File: src/rtl/srs_pkg.sv
package srs_pkg;

  typedef enum logic [1:0] {
    PH_POR   = 2'd0,
    PH_CONV  = 2'd1,
    PH_SLEEP = 2'd2,
    PH_DOUT  = 2'd3
  } phase_t;

endpackage

File: src/rtl/srs_pin_sync.sv
module srs_pin_sync #(
  parameter int STAGES = 2,
  parameter bit IDLE   = 1'b1
) (
  input  logic clk,
  input  logic rst,
  input  logic pin,
  output logic lvl,
  output logic rise,
  output logic fall
);

  logic [STAGES-1:0] chain;
  logic              last;

  always_ff @(posedge clk) begin
    if (rst) begin
      chain <= {STAGES{IDLE}};
      last  <= IDLE;
    end else begin
      chain <= {chain[STAGES-2:0], pin};
      last  <= chain[STAGES-1];
    end
  end

  assign lvl  = chain[STAGES-1];
  assign rise = lvl & ~last;
  assign fall = ~lvl & last;

endmodule

File: src/rtl/srs_conv_src.sv
module srs_conv_src #(
  parameter int DATA_W   = 16,
  parameter int RAW_W    = 18,
  parameter int CONV_CYC = 796800
) (
  input  logic              clk,
  input  logic              rst,
  input  logic              run,
  input  logic [RAW_W-1:0]  raw,
  output logic              done,
  output logic [DATA_W-1:0] code
);

  localparam int CW = $clog2(CONV_CYC + 1);

  logic [CW-1:0] cnt;

  always_ff @(posedge clk) begin
    if (rst || !run) begin
      cnt <= '0;
    end else if (!done) begin
      cnt <= cnt + 1'b1;
    end
  end

  assign done = run && (cnt == CW'(CONV_CYC - 1));

  always_comb begin
    if (raw[RAW_W-1]) begin
      code = '0;
    end else if (|raw[RAW_W-2:DATA_W]) begin
      code = '1;
    end else begin
      code = raw[DATA_W-1:0];
    end
  end

  AST_TIMER_RESTARTS: assert property (@(posedge clk) disable iff (rst)
    (!run) |=> (cnt == '0)) else $error("timer not cleared");

endmodule

File: src/rtl/srs_result_shift.sv
module srs_result_shift #(
  parameter int DATA_W = 16
) (
  input  logic              clk,
  input  logic              rst,
  input  logic              load,
  input  logic [DATA_W-1:0] din,
  input  logic              start,
  input  logic              step,
  output logic              bit_o,
  output logic              last_bit
);

  localparam int IW = $clog2(DATA_W);

  logic [DATA_W-1:0] hold;
  logic [IW-1:0]     idx;

  always_ff @(posedge clk) begin
    if (rst) begin
      hold <= '0;
    end else if (load) begin
      hold <= din;
    end
  end

  always_ff @(posedge clk) begin
    if (rst) begin
      idx <= '0;
    end else if (start) begin
      idx <= IW'(DATA_W - 1);
    end else if (step && (idx != '0)) begin
      idx <= idx - 1'b1;
    end
  end

  assign bit_o    = hold[idx];
  assign last_bit = (idx == '0);

  AST_HOLD_KEPT: assert property (@(posedge clk) disable iff (rst)
    (!load) |=> $stable(hold)) else $error("held result changed");

endmodule

File: src/rtl/serial_readout_seq.sv
module serial_readout_seq #(
  parameter int DATA_W   = 16,
  parameter int RAW_W    = 18,
  parameter int CONV_CYC = 796800,
  parameter int POR_CYC  = 24000
) (
  input  logic             clk,
  input  logic             rst,
  input  logic             cs_n,
  input  logic             sclk,
  input  logic [RAW_W-1:0] raw_code,
  output logic             sdo,
  output logic             sdo_oe,
  output logic             low_power
);

  import srs_pkg::*;

  localparam int PW = $clog2(POR_CYC + 1);

  phase_t            phase, phase_nx;
  logic [PW-1:0]     pcnt;
  logic              por_done;
  logic              cs_lvl, cs_rise, cs_fall;
  logic              sck_lvl, sck_rise, sck_fall;
  logic              conv_done;
  logic [DATA_W-1:0] conv_code;
  logic              shift_start, shift_step;
  logic              cur_bit, last_bit;

  srs_pin_sync #(.STAGES(2), .IDLE(1'b1)) u_cs_sync (
    .clk(clk), .rst(rst), .pin(cs_n),
    .lvl(cs_lvl), .rise(cs_rise), .fall(cs_fall)
  );

  srs_pin_sync #(.STAGES(2), .IDLE(1'b1)) u_sck_sync (
    .clk(clk), .rst(rst), .pin(sclk),
    .lvl(sck_lvl), .rise(sck_rise), .fall(sck_fall)
  );

  srs_conv_src #(.DATA_W(DATA_W), .RAW_W(RAW_W), .CONV_CYC(CONV_CYC)) u_conv (
    .clk(clk), .rst(rst), .run(phase == PH_CONV), .raw(raw_code),
    .done(conv_done), .code(conv_code)
  );

  srs_result_shift #(.DATA_W(DATA_W)) u_shift (
    .clk(clk), .rst(rst), .load(conv_done), .din(conv_code),
    .start(shift_start), .step(shift_step),
    .bit_o(cur_bit), .last_bit(last_bit)
  );

  // power-on phase timer
  always_ff @(posedge clk) begin
    if (rst) begin
      pcnt <= '0;
    end else if (phase == PH_POR && !por_done) begin
      pcnt <= pcnt + 1'b1;
    end
  end

  assign por_done = (phase == PH_POR) && (pcnt == PW'(POR_CYC - 1));

  always_comb begin
    phase_nx = phase;
    unique case (phase)
      PH_POR:   if (por_done) phase_nx = PH_CONV;
      PH_CONV:  if (conv_done) phase_nx = PH_SLEEP;
      PH_SLEEP: if (!cs_lvl && !sck_lvl) phase_nx = PH_DOUT;
      PH_DOUT: begin
        if (cs_rise) begin
          phase_nx = PH_CONV;
        end else if (sck_fall && last_bit) begin
          phase_nx = PH_CONV;
        end
      end
      default:  phase_nx = PH_POR;
    endcase
  end

  assign shift_start = (phase == PH_SLEEP) && (phase_nx == PH_DOUT);
  assign shift_step  = (phase == PH_DOUT) && sck_fall && !cs_rise;

  always_ff @(posedge clk) begin
    if (rst) begin
      phase <= PH_POR;
    end else begin
      phase <= phase_nx;
    end
  end

  // registered pad-side outputs
  always_ff @(posedge clk) begin
    if (rst) begin
      sdo       <= 1'b0;
      sdo_oe    <= 1'b0;
      low_power <= 1'b0;
    end else begin
      unique case (phase)
        PH_DOUT:  sdo <= cur_bit;
        PH_SLEEP: sdo <= 1'b0;
        default:  sdo <= 1'b1;
      endcase
      sdo_oe    <= !cs_lvl;
      low_power <= (phase == PH_SLEEP) && cs_lvl;
    end
  end

  AST_CONV_NO_ABORT: assert property (@(posedge clk) disable iff (rst)
    (phase == PH_CONV && !conv_done) |=> (phase == PH_CONV)) else $error("conversion cut short");

  AST_WAIT_BOTH_LOW: assert property (@(posedge clk) disable iff (rst)
    (phase == PH_SLEEP && (cs_lvl || sck_lvl)) |=> (phase == PH_SLEEP)) else $error("early readout");

  AST_ABORT_ON_CS: assert property (@(posedge clk) disable iff (rst)
    (phase == PH_DOUT && cs_rise) |=> (phase == PH_CONV)) else $error("abort missed");

  AST_LAST_EDGE_ENDS: assert property (@(posedge clk) disable iff (rst)
    (phase == PH_DOUT && sck_fall && last_bit) |=> (phase == PH_CONV)) else $error("readout overrun");

  AST_OE_FOLLOWS_CS: assert property (@(posedge clk) disable iff (rst)
    cs_fall |=> sdo_oe) else $error("oe not raised");

  AST_LP_SLEEP_ONLY: assert property (@(posedge clk) disable iff (rst)
    (phase != PH_SLEEP) |=> !low_power) else $error("low power outside sleep");

endmodule

File: config.mk
export PLATFORM = sky130hd
export DESIGN_NAME = serial_readout_seq
export DESIGN_NICKNAME = d
export VERILOG_FILES = /design/src/rtl/srs_pkg.sv /design/src/rtl/srs_pin_sync.sv /design/src/rtl/srs_conv_src.sv /design/src/rtl/srs_result_shift.sv /design/src/rtl/serial_readout_seq.sv
export SDC_FILE = /design/constraint.sdc
export NUM_CORES = 1
export LEC_CHECK = 0
export BUFFER_PORTS_ARGS = -buffer_cell sky130_fd_sc_hd__buf_2
export CAP_MARGIN = 10
export CORE_MARGIN = 2
export CORE_UTILIZATION = 42
export CTS_BUF_LIST = sky130_fd_sc_hd__clkbuf_16
export DETAILED_ROUTE_END_ITERATION = 8
export SLEW_MARGIN = 25
export SYNTH_ARGS = -nofsm -noshare
export SYNTH_HDL_FRONTEND = slang
export SYNTH_SLANG_ARGS = --single-unit
File: constraint.sdc
create_clock -name clk -period 2.52 [get_ports clk]
set_input_delay 0.504 -clock clk [delete_from_list [all_inputs] [get_ports clk]]
set_output_delay 0.504 -clock clk [all_outputs]
set_load 0.02 [all_outputs]
==> run metrics, run 1 <==
Register Area 1320 um2; routed vias/inst 5.25; DRC Markers 0; Worst R2R End u_shift.hold[12]; IO Port Bufs 24; Post-CTS Resized 0; GRT overflow 0; Clock H-tree levels 3; Clock Tree Buf Depth 2; RR Startpoint u_conv.cnt[0]; GRT Util Overall 16.2%; Synth Cell Area 3110 um2; Rows 31; Hold WC Path Type input pin to register; ANT cells 0; Clk pwr share 50.9%; P_int 0.00183 W; Pre-Repair DR Iteration Count 4; Net Sw Power 0.000466 W; Post-synth top cells nor2_1, dfxtp_1, mux2i_1; unrepaired setup endpoints after global routing false; Worst-Skew Late Latency 0.32 ns; prevailing post-synth register cell dfxtp_1; R2R depth 7; Core Area 7210 um2; combinational power share 2.9%; initial core utilization 43.2%; Seq/Total Area, Yosys 42.4%; yosys warns 0; top cell type by total area after synthesis dfxtp_1; die width 90.1 um; Clock Skew 0.00417 ns; area occupied by multi-input gates 1660 um2; WL/cell 12.7 um; clock period minus worst slack 2.03 ns; vias in the first global route 2382; status complete, no violations; maximum vdd drop 0.000435 V; sw frac 20.3%; crit path max fanout 33; Hold Buf Count CTS 0; top post-synthesis cells by area dfxtp_1, nor2_1, mux2i_1; Worst-path clk slew 0.05 ns; power per cell area 642 nW/um2; initial antenna violation count 0; GP Congestion 0.761; hpwl dp 4160 um; sequential share of power 46.2%; R2R Setup Slk 0.49 ns; Mapped Cells 355; Synth cell types 50; Starting DRT DRC Count 90; final setup vio count 0; Max Fclk 492 MHz; Finished Layout Cells 479; fillcell total 740; synthesis-to-finish area growth 14.7%; final wirelength 6090 um; Startpoint Class register; Post-Syn Area per Cell 8.77 um2; via count of the routed design 2517; leak pwr 1.22 nW; layout cell share with drive strength beyond 1 14.2%; CTS Buf Count 9; clk root buf clkbuf_16; WS Path Type register to register; Max-slew headroom 51.3%; Yosys reg bits 66; first-pass GRT wire length 10800 um; Synthesized Nets 381; Slew Limit Fails 0; Worst Path Required 2.72 ns; fin crit share 80.7%; Worst Tran Pin Value 0.725 ns; Post-synth ARST share 0%; crit path DAT 2.23 ns; Post-synth EDFFs 0; CTS tree yes; pin count of the biggest net entering global routing 46; nets 401; Setup Buffers After CTS 0; I/O pin cnt 25; remaining antenna violation count after routing 0; maxcap violations 0; setup TNS 0 ns; TritonCTS Sinks 66; post-synth top area share 42.4%; Worst setup EP type register; Setup crit end u_shift.hold[12]; final hold vios 0; Critical Path Source u_conv.cnt[0]; dpl cells 463; Chip Height 90.1 um; most common cell in the netlist nor2_1; DIE AREA 8120 um2
[placed cells by master, fill, tap and decap left out, drive strengths merged, types with 3 or more instances in the layout]
| master | netlist | final |
|---|---|---|
| nor2 | 77 | 77 |
| dfxtp | 66 | 66 |
| buf | 8 | 29 |
| mux2i | 18 | 18 |
| a21oi | 17 | 17 |
| nand2 | 15 | 15 |
| nand3 | 14 | 14 |
| o21ai | 13 | 13 |
| xnor2 | 12 | 12 |
| nand4 | 12 | 12 |
| or3 | 11 | 11 |
| xor2 | 9 | 9 |
| clkbuf | 12 | 9 |
| or2 | 9 | 9 |
| inv | 4 | 7 |
| nor3 | 6 | 6 |
| and3 | 4 | 4 |
| or4 | 4 | 4 |
| nor2b | 4 | 4 |
| ha | 4 | 4 |
| nor4 | 4 | 4 |
| nor4b | 4 | 4 |
| nand2b | 3 | 3 |
| mux4 | 3 | 3 |
| clkinv | 0 | 3 |
[registers in the layout, summed over array words and instances (netlist names)]
signal,cells
pcnt,15
sdo_oe,1
low_power,1
u_cs_sync.last,1
u_conv.cnt,20
phase,2
u_sck_sync.last,1
u_cs_sync.chain,2
u_shift.idx,4
sdo,1
u_sck_sync.chain,2
u_shift.hold,16
[metrics by stage]
| step | hold WS, ns | utilization (%) | cell area (um2) | setup WS [ns] | total power, W |
|---|---|---|---|---|---|
| finish | 0.364 | 49.5 | 3570 | 0.486 | 0.00229 |
| global placement | 0.395 | 45.6 | 3290 | 0.579 | 0.00115 |
| floorplan | 0.383 | - | 3110 | 0.610 | 0.00112 |
| CTS | 0.357 | 49.5 | 3570 | 0.493 | 0.00232 |
| global route | 0.362 | 49.5 | 3570 | 0.344 | 0.00238 |
| detailed placement | 0.393 | 45.6 | 3290 | 0.517 | 0.00115 |
[per-layer routing]
layer	global-route usage (%)	vias up	part of all wire, %
li1	-	1286	-
met1	20.8	1179	48
met3	2.93	10	3.3
met4	9.36	0	2.4
met2	25.6	42	46
met5	0	-	0
[how the worst min path moves through the flow]
stage | end | from | slack [ns] | depth (start not counted)
after floorplan | u_cs_sync.chain[1] | u_cs_sync.chain[0] | 0.38 | 1
after global placement | u_cs_sync.chain[1] | u_cs_sync.chain[0] | 0.40 | 1
after detailed placement | u_cs_sync.chain[1] | u_cs_sync.chain[0] | 0.39 | 1
after CTS | u_cs_sync.chain[0] | cs_n | 0.36 | 2
after global routing | u_cs_sync.chain[0] | cs_n | 0.36 | 2
final | u_cs_sync.chain[0] | cs_n | 0.36 | 2
[cell type report]
type                    count  share of cell area (%)
multi-input cells         265                    46.5
repair buffers             29                    4.76
inverters                   4                   0.420
well taps                  99                    3.47
clock inverters             7                    1.51
flip-flops and latches     66                    37.0
clock buffers               9                    6.30
[power groups by stage]
stage	clock [W]	combinational, W	sequential, W
finish	0.00117	0.0000665	0.00106
global route	0.00125	0.0000758	0.00106
CTS	0.00119	0.0000676	0.00106
detailed placement	0	0.0000672	0.00108
global placement	0	0.0000660	0.00108
floorplan	0	0.0000408	0.00108
[critical path, stage by stage, from the launching register on]
cell and delay [ns]:
dfxtp_1 0.41, ha_1 0.26, and3_1 0.27, nand4_2 0.14, nor4b_4 0.29, buf_12 0.24, mux2i_1 0.21, nor2_1 0.06
[cell families after synthesis]
logic type | count (synthesis) | share of synthesized area, %
AND/OR/NAND/NOR | 178 | 30.5
buffers and inverters | 24 | 4.18
flip-flops | 66 | 42.4
multiplexers | 21 | 7.95
AO/OA/AOI/OAI | 41 | 7.47
adder cells (fa/ha/maj) | 4 | 1.61
XOR/XNOR | 21 | 5.91
Power figures use the tool's default switching activity.
==> inputs of run 2 (changes only) <==
clock period = 1.85 ns   (was 2.52 ns; I/O delays follow)
==> run metrics, run 2 (same netlist as run 1, synthesis figures left out) <==
dpl cells 483 (was 463); Finished Layout Cells 506 (was 479); hpwl dp 4330 um (was 4160 um); maxcap violations 0 (unchanged); crit path max fanout 7 (was 33); hold path endpoint u_cs_sync.chain[0] (unchanged); leading registers by flop count u_conv.cnt: 20 flops, u_shift.hold: 16 flops, pcnt: 15 flops (unchanged); Startpoint Class register (unchanged); Worst-path clk slew 0.05 ns (about the same); pin count of the biggest net entering global routing 46 (unchanged); initial antenna violation count 0 (unchanged); GRT overflow 0 (unchanged); R2R depth 8 (was 7); die width 90.1 um (unchanged); final wirelength 6470 um (was 6090 um); setup slack after layout -0.0141 ns (was 0.486 ns); vias in the first global route 2574 (was 2382); Slew Limit Fails 0 (unchanged); R2R Setup Slk -0.01 ns (was 0.49 ns); Worst setup EP type register (unchanged); unrepaired setup endpoints after global routing true (was false); I/O pin cnt 25 (unchanged); Worst Tran Pin Value 0.420 ns (was 0.725 ns); Clock Tree Buf Depth 2 (unchanged); maximum vdd drop 0.000498 V (was 0.000435 V); most common cell after layout, fill and taps aside nor2_1 (unchanged); GRT Util Overall 16.5% (was 16.2%); CTS tree yes (unchanged); Max Fclk 536 MHz (was 492 MHz); crit path DAT 2.12 ns (was 2.23 ns); IO Port Bufs 24 (unchanged); routed vias/inst 5.12 (was 5.25); clk root buf clkbuf_16 (unchanged); Max-slew headroom 71.8% (was 51.3%); layout cell share with drive strength beyond 1 23.8% (was 14.2%); ANT cells 0 (unchanged); clock period minus worst slack 1.86 ns (was 2.03 ns); Worst Path Required 2.10 ns (was 2.72 ns); dpl ws 0.0100 ns (was 0.517 ns); WL/cell 12.8 um (was 12.7 um); fin crit share 101% (was 80.7%); Top reg by flops u_conv.cnt (unchanged); Clock H-tree levels 3 (unchanged); WS Path Type register to register (unchanged); final setup vio count 1 (was 0); TritonCTS Sinks 66 (unchanged); Worst Hold Launch cs_n (unchanged); Worst-Skew Late Latency 0.32 ns (about the same); via count of the routed design 2591 (was 2517); first-pass GRT wire length 11200 um (was 10800 um); Hold WC Path Type input pin to register (unchanged); RR Startpoint u_conv.cnt[1] (was u_conv.cnt[0]); Chip Height 90.1 um (unchanged); nets 428 (was 401); Rows 31 (unchanged); CTS Buf Count 9 (unchanged); Starting DRT DRC Count 95 (was 90); final hold vios 0 (unchanged); violated checks negative setup slack; Pre-Repair DR Iteration Count 4 (unchanged); remaining antenna violation count after routing 0 (unchanged); initial core utilization 43.2% (unchanged); synthesis-to-finish area growth 25.2% (was 14.7%); DRC Markers 0 (unchanged); Clock Skew 0.00478 ns (was 0.00417 ns); hold path cells 2 (unchanged); DIE AREA 8120 um2 (unchanged); status finished, violations left (was complete, no violations); leak pwr 1.38 nW (was 1.22 nW); most frequent cells in the layout nor2_1, dfxtp_1, buf_4 (was nor2_1, dfxtp_1, buf_2); Worst R2R End u_conv.cnt[11] (was u_shift.hold[12]); power per cell area 847 nW/um2 (was 642 nW/um2); Core Area 7210 um2 (unchanged); max reg flops 20 (unchanged); GP Congestion 0.776 (was 0.761)
==> run 2: cell count changes in the layout (fill, tap and decap cells not counted), sizes merged <==
cell      delta
bufinv       +1
clkinvlp     +1
buf         +26
inv          -2
clkbuf       +1
==> run 2: cell type report <==
class / count / area, um2
Clock buffer: 9 / 225
Clock inverter: 7 / 85.1
Fill cell: 702 / 3320
Inverter: 4 / 15.0
Multi-Input combinational cell: 265 / 1730
Sequential cell: 66 / 1330
Tap cell: 99 / 124
Timing Repair Buffer: 56 / 394
==> run 2: per-stage QoR <==
step	TNS, ns	cell area (um2)	hold WS (ns)	total power [W]	util, %
after global routing	-0.241	3900	0.229	0.00341	54.0
after floorplan	0	3130	0.383	0.00153	-
after CTS	0	3780	0.220	0.00334	52.4
final	-0.0141	3900	0.228	0.00330	54.0
after detailed placement	0	3460	0.402	0.00157	48.0
after global placement	0	3460	0.395	0.00157	48.0
==> run 2: per-layer routing <==
layer	wire length (um)	GRT usage, %	up-vias
met5	0	0	-
met4	128	7.18	0
met3	184	2.85	13
met2	3180	28.5	42
met1	2970	20.3	1201
li1	-	-	1335
==> run 2: how the worst max path moves through the flow <==
stage / from / endpoint / slack (ns)
4_1_cts: u_conv.cnt[10] / u_shift.hold[7] / 0.01
2_1_floorplan: u_conv.cnt[1] / u_shift.hold[10] / 0.03
6_report: u_conv.cnt[1] / u_conv.cnt[11] / -0.01
3_3_place_gp: pcnt[0] / pcnt[10] / 0.06
3_5_place_dp: pcnt[0] / pcnt[12] / 0.01
5_1_grt: u_conv.cnt[1] / u_conv.cnt[11] / -0.06
==> run 2: report_power, final <==
| part | total [W] | switching (W) | leakage (nW) | internal, W |
|---|---|---|---|---|
| sequential | 0.00144 | 0.00000582 | 0.537 | 0.00143 |
| combinational | 0.0000975 | 0.0000535 | 0.688 | 0.0000439 |
| clock | 0.00176 | 0.000599 | 0.154 | 0.00116 |
==> run 2: timing repair <==
| action | in CTS | in global routing |
|---|---|---|
| gates resized for setup | 1 | 11 |
| pin swaps | 0 | 4 |
| setup buffers | 0 | 5 |
| hold buffers | 0 | 0 |
| cloned | 0 | 2 |
| endpoints found under the setup margin | 1 | 23 |
==> run 2: worst max-delay path: stages, from the launching register on <==
cell and delay (ns):
dfxtp_2 0.33, ha_4 0.15, and3_4 0.19, nand4_4 0.09, nor4b_4 0.07, buf_4 0.17, clkbuf_16 0.14, or4_4 0.51
a21oi_2 0.13
